===== src/rtl/fhc_pkg.sv =====
package fhc_pkg;
    typedef enum logic [1:0] {
        ST_IDLE  = 2'd0,
        ST_REQ   = 2'd1,
        ST_MOVE  = 2'd2,
        ST_DRAIN = 2'd3
    } fhc_state_e;

    typedef struct packed {
        fhc_state_e state;
        logic       done;
    } fhc_seq_t;
endpackage


===== src/rtl/fhc_seq.sv =====
module fhc_seq
    import fhc_pkg::*;
(
    input  logic clk,
    input  logic rst_n,
    input  logic start_i,
    input  logic ack_i,
    output logic load_mar_o,
    output logic cap_mdr_o,
    output logic load_ir_o,
    output logic bus_on_o,
    output logic done_o
);
    fhc_seq_t seq_d, seq_q;

    always_comb begin
        seq_d      = seq_q;
        seq_d.done = 1'b0;
        case (seq_q.state)
            ST_IDLE: begin
                // a lingering acknowledge blocks the next fetch
                if (start_i && !ack_i) seq_d.state = ST_REQ;
            end
            ST_REQ: begin
                if (ack_i) seq_d.state = ST_MOVE;
            end
            ST_MOVE: begin
                seq_d.done  = 1'b1;
                seq_d.state = ack_i ? ST_DRAIN : ST_IDLE;
            end
            default: begin
                if (!ack_i) seq_d.state = ST_IDLE;
            end
        endcase
    end

    always_ff @(posedge clk) begin
        if (!rst_n) begin
            seq_q.state <= ST_IDLE;
            seq_q.done  <= 1'b0;
        end else begin
            seq_q <= seq_d;
        end
    end

    assign load_mar_o = (seq_q.state == ST_IDLE) && start_i && !ack_i;
    assign cap_mdr_o  = (seq_q.state == ST_REQ) && ack_i;
    assign load_ir_o  = (seq_q.state == ST_MOVE);
    assign bus_on_o   = (seq_q.state == ST_REQ);
    assign done_o     = seq_q.done;
endmodule


===== src/rtl/fhc_regs.sv =====
module fhc_regs #(
    parameter int ADDR_W = 12,
    parameter int DATA_W = 16
) (
    input  logic              clk,
    input  logic              rst_n,
    input  logic              load_mar_i,
    input  logic [ADDR_W-1:0] addr_i,
    input  logic              cap_mdr_i,
    input  logic [DATA_W-1:0] rdata_i,
    input  logic              load_ir_i,
    output logic [ADDR_W-1:0] mar_o,
    output logic [DATA_W-1:0] mdr_o,
    output logic [DATA_W-1:0] ir_o
);
    logic [ADDR_W-1:0] mar_d, mar_q;
    logic [DATA_W-1:0] mdr_d, mdr_q;
    logic [DATA_W-1:0] ir_d,  ir_q;

    always_comb begin
        mar_d = load_mar_i ? addr_i  : mar_q;
        mdr_d = cap_mdr_i  ? rdata_i : mdr_q;
        ir_d  = load_ir_i  ? mdr_q   : ir_q;
    end

    always_ff @(posedge clk) begin
        if (!rst_n) begin
            mar_q <= '0;
            mdr_q <= '0;
            ir_q  <= '0;
        end else begin
            mar_q <= mar_d;
            mdr_q <= mdr_d;
            ir_q  <= ir_d;
        end
    end

    assign mar_o = mar_q;
    assign mdr_o = mdr_q;
    assign ir_o  = ir_q;
endmodule


===== src/rtl/fhc_bus_drive.sv =====
module fhc_bus_drive #(
    parameter int ADDR_W = 12
) (
    input  logic              bus_on_i,
    input  logic [ADDR_W-1:0] mar_i,
    output logic [ADDR_W-1:0] abus_o,
    output logic              abus_oe_o,
    output logic              rw_o,
    output logic              ce_o
);
    always_comb begin
        abus_oe_o = bus_on_i;
        rw_o      = bus_on_i;
        ce_o      = bus_on_i;
        abus_o    = bus_on_i ? mar_i : '0;
    end
endmodule


===== src/rtl/fetch_handshake_ctrl.sv =====
module fetch_handshake_ctrl #(
    parameter int ADDR_W = 12,
    parameter int DATA_W = 16
) (
    input  logic              clk,
    input  logic              rst_n,
    input  logic              start_i,
    input  logic [ADDR_W-1:0] addr_i,
    input  logic              ack_i,
    input  logic [DATA_W-1:0] rdata_i,
    output logic [ADDR_W-1:0] abus_o,
    output logic              abus_oe_o,
    output logic              rw_o,
    output logic              ce_o,
    output logic [DATA_W-1:0] mdr_o,
    output logic [DATA_W-1:0] ir_o,
    output logic              done_o
);
    logic              load_mar, cap_mdr, load_ir, bus_on;
    logic [ADDR_W-1:0] mar;

    fhc_seq u_seq (
        .clk        (clk),
        .rst_n      (rst_n),
        .start_i    (start_i),
        .ack_i      (ack_i),
        .load_mar_o (load_mar),
        .cap_mdr_o  (cap_mdr),
        .load_ir_o  (load_ir),
        .bus_on_o   (bus_on),
        .done_o     (done_o)
    );

    fhc_regs #(.ADDR_W(ADDR_W), .DATA_W(DATA_W)) u_regs (
        .clk        (clk),
        .rst_n      (rst_n),
        .load_mar_i (load_mar),
        .addr_i     (addr_i),
        .cap_mdr_i  (cap_mdr),
        .rdata_i    (rdata_i),
        .load_ir_i  (load_ir),
        .mar_o      (mar),
        .mdr_o      (mdr_o),
        .ir_o       (ir_o)
    );

    fhc_bus_drive #(.ADDR_W(ADDR_W)) u_drive (
        .bus_on_i  (bus_on),
        .mar_i     (mar),
        .abus_o    (abus_o),
        .abus_oe_o (abus_oe_o),
        .rw_o      (rw_o),
        .ce_o      (ce_o)
    );
endmodule


===== config.mk =====
export PLATFORM = sky130hd
export DESIGN_NAME = fetch_handshake_ctrl
export DESIGN_NICKNAME = d
export VERILOG_FILES = /design/src/rtl/fhc_pkg.sv /design/src/rtl/fhc_seq.sv /design/src/rtl/fhc_regs.sv /design/src/rtl/fhc_bus_drive.sv /design/src/rtl/fetch_handshake_ctrl.sv
export SDC_FILE = /design/constraint.sdc
export NUM_CORES = 1
export LEC_CHECK = 0
export BUFFER_PORTS_ARGS = -buffer_cell sky130_fd_sc_hd__buf_4
export CORE_ASPECT_RATIO = 0.9
export CORE_MARGIN = 2
export CORE_UTILIZATION = 50
export CTS_BUF_LIST = sky130_fd_sc_hd__clkbuf_8
export DETAILED_ROUTE_END_ITERATION = 6
export GPL_TIMING_DRIVEN = 0
export PLACE_DENSITY = 0.82
export SYNTH_ARGS = -nofsm -noshare
export SYNTH_HDL_FRONTEND = slang
export SYNTH_SLANG_ARGS = --single-unit

===== constraint.sdc =====
create_clock -name clk -period 3.25 [get_ports clk]
set_clock_uncertainty 0.05 [all_clocks]
set_input_delay 0.325 -clock clk [delete_from_list [all_inputs] [get_ports clk]]
set_output_delay 0.325 -clock clk [all_outputs]
set_load 0.05 [all_outputs]

==> flow_metrics.tcl <==
set metrics [dict create \
    status "finished clean" \
    synth_edf_count 0 \
    critPathMaxFanout 10 \
    required_ns 2.87 \
    htree_levels 2 \
    min_period_ns 2.16 \
    tns_ns 0 \
    firstDrtPassIters 4 \
    vias_per_cell 4.82 \
    async_reset_ff_share_pct 0 \
    worst_setup_path_start_kind "flop" \
    pwr_density_cell_nw_per_um2 662 \
    finalHoldViolations 0 \
    yosysSeqAreaShare_pct 46.7 \
    final_util_pct 73.8 \
    end_kind "output port" \
    worst_slew_pin_slew_ns 0.396 \
    nNetsFinal 322 \
    switching_share_pct 35.3 \
    cts_buffers 5 \
    syn_area_sq_um 2020 \
    cts_resized 0 \
    wl_um 4220 \
    top_level_ports 80 \
    clkSinkCount 47 \
    final_cells 333 \
    port_buffers 78 \
    syn_nets 237 \
    grt_antenna_before_repair 0 \
    gp_congestion 0.799 \
    grtUsageTotal_pct 20.1 \
    grt_first_pass_wirelength_um 7140 \
    dr_total_vias 1605 \
    max_cap_viol_count 0 \
    ys_ff_latch 47 \
    drtIter0Drc 43 \
    syn2layout_area_growth_pct 38.5 \
    synthFlopType "dfxtp_1" \
    start_util_pct 53.3 \
    num_rows 21 \
    ctsHoldBuffers 0 \
    die_h_um 64.2 \
    worstPathArrival_ns 1.78 \
    drtAntennaViolNets 0 \
    p_clk_share_pct 26.5 \
    yosysUniqueCellTypes 26 \
    post-cts-setup-buffers 0 \
    final_cell_mix "buf_4 (81), dfxtp_1 (47), nand2_1 (35), mux2i_1 (28), nor2b_1 (28)" \
    cts-root-buf "clkbuf_8" \
    peakVddDrop_mv 0.460 \
    clk_latency_ns 0.30 \
    final_common_cell "buf_4" \
    gr-total-overflow 0 \
    placed_cells 325 \
    cts_tree "yes" \
    rsz0062_at_grt "false" \
    max_slew_margin_pct 73.6 \
    path_clk_slew_ns 0.08 \
    power_frac_seq_pct 36.4 \
    fillCellCount 300 \
    dp_hpwl_um 3180 \
    post_drt_wl_per_cell_um 12.7 \
    setup_viol 0 \
    die_w_um 70.9 \
    hp-class "in -> reg" \
    grt_max_degree 15 \
    period_share_pct 66.4 \
    yosysWarnings 0 \
    p_leak_nw 1.24 \
    die_area_sq_um 4560 \
    layout-drive-gt1-share_pct 34.8 \
    p_int_mw 1.20 \
    drcViolationCount 0 \
    p_switching_mw 0.652 \
    max_freq_mhz 463 \
    slew_violations 0 \
    path_class "reg -> out" \
    syn_avg_cell_area_sq_um 10.0 \
    ctsLongestPathBuffers 2 \
    grt_pass1_vias 1604 \
    synthesis.instances 201 \
    core_sq_um 3780 \
    p_comb_share_pct 37.1 \
    antennaDiodeCount 0 \
]
==> logic make-up (layout without fill, tap and decap cells) <==
family | count (synthesis) | after routing | share of synthesized area (%)
fa+ha+maj | 4 | 4 | 2.48
buf+inv | 17 | 103 | 5.77
simple gates | 83 | 83 | 22.5
mux | 28 | 28 | 13.9
compound gates | 22 | 22 | 8.63
flops | 47 | 47 | 46.7
==> registers in the layout (all words and copies together) (netlist names) <==
register      flops
u_regs.mar_o     12
u_regs.ir_o      16
u_regs.mdr_o     16
u_seq.seq_q       2
u_seq.done_o      1
==> critical path, cell delays in order (launching register included) <==
cell	delay, ns
dfxtp_1	0.35
inv_1	0.09
ha_1	0.36
clkbuf_1	0.30
and2_1	0.18
buf_4	0.19
==> per-layer routing <==
layer  routed length [um]  up-vias  GRT usage, %
met1                 1770      724          22.6
met2                 2000       57          34.8
met3                  397        6          8.20
li1                     -      818             -
met4                   54        0          6.37
met5                    0        -             0
==> power by group through the flow <==
| stage | registers, mW | logic [mW] | clock network [mW] |
|---|---|---|---|
| after floorplan | 0.784 | 0.409 | 0 |
| after global placement | 0.683 | 0.688 | 0 |
| after detailed placement | 0.685 | 0.695 | 0 |
| after CTS | 0.672 | 0.697 | 0.498 |
| after global routing | 0.681 | 0.743 | 0.518 |
| final | 0.673 | 0.687 | 0.489 |
==> synth_stat cells, types with 2 or more instances <==
cell	count	share of area, %
dfxtp_1	47	47
mux2i_1	28	14
o21a_1	2	0.74
and2_1	13	4.0
a21boi_0	14	5.2
inv_1	3	0.56
buf_2	2	0.50
nand2b_2	2	0.87
a21boi_1	2	0.74
clkbuf_1	5	0.93
buf_4	3	1.1
buf_6	2	1.1
nor2b_1	28	8.7
nand2_1	35	6.5
ha_1	4	2.5
==> area by class of cell <==
| cell class | instances | area (sq um) | share of cell area (%) |
|---|---|---|---|
| plain buffers | 14 | 105 | 3.77 |
| well taps | 46 | 57.6 | 2.06 |
| clock buffers | 5 | 68.8 | 2.47 |
| repair buffers | 78 | 586 | 21.0 |
| inverters | 3 | 11.3 | 0.403 |
| flip-flops and latches | 47 | 941 | 33.7 |
| multi-input cells | 137 | 958 | 34.3 |
| clock inverters | 3 | 63.8 | 2.29 |
==> worst paths after layout <==
path,end,cells past startpoint,startpoint,slack [ns]
setup / recovery,abus_o[2],5,u_seq.seq_q[2]$_SDFFE_PN0P_,1.09
hold / removal,u_regs.mdr_o[12]$_SDFFE_PN0P_,3,rdata_i[12],0.22
setup reg to reg,u_regs.mdr_o[4]$_SDFFE_PN0P_,6,u_seq.seq_q[2]$_SDFFE_PN0P_,1.57
hold reg to reg,u_regs.mdr_o[12]$_SDFFE_PN0P_,2,u_regs.mdr_o[12]$_SDFFE_PN0P_,0.43
==> through the flow <==
stage	setup slack, ns	power [mW]	cell area [sq um]	hold slack (ns)
finish	1.09	1.85	2790	0.218
global route	0.921	1.94	2790	0.223
floorplan	1.16	1.19	2020	0.410
global placement	1.36	1.37	2660	0.412
CTS	1.05	1.87	2790	0.215
detailed placement	1.37	1.38	2660	0.416
(Power assumes the default switching activity.)
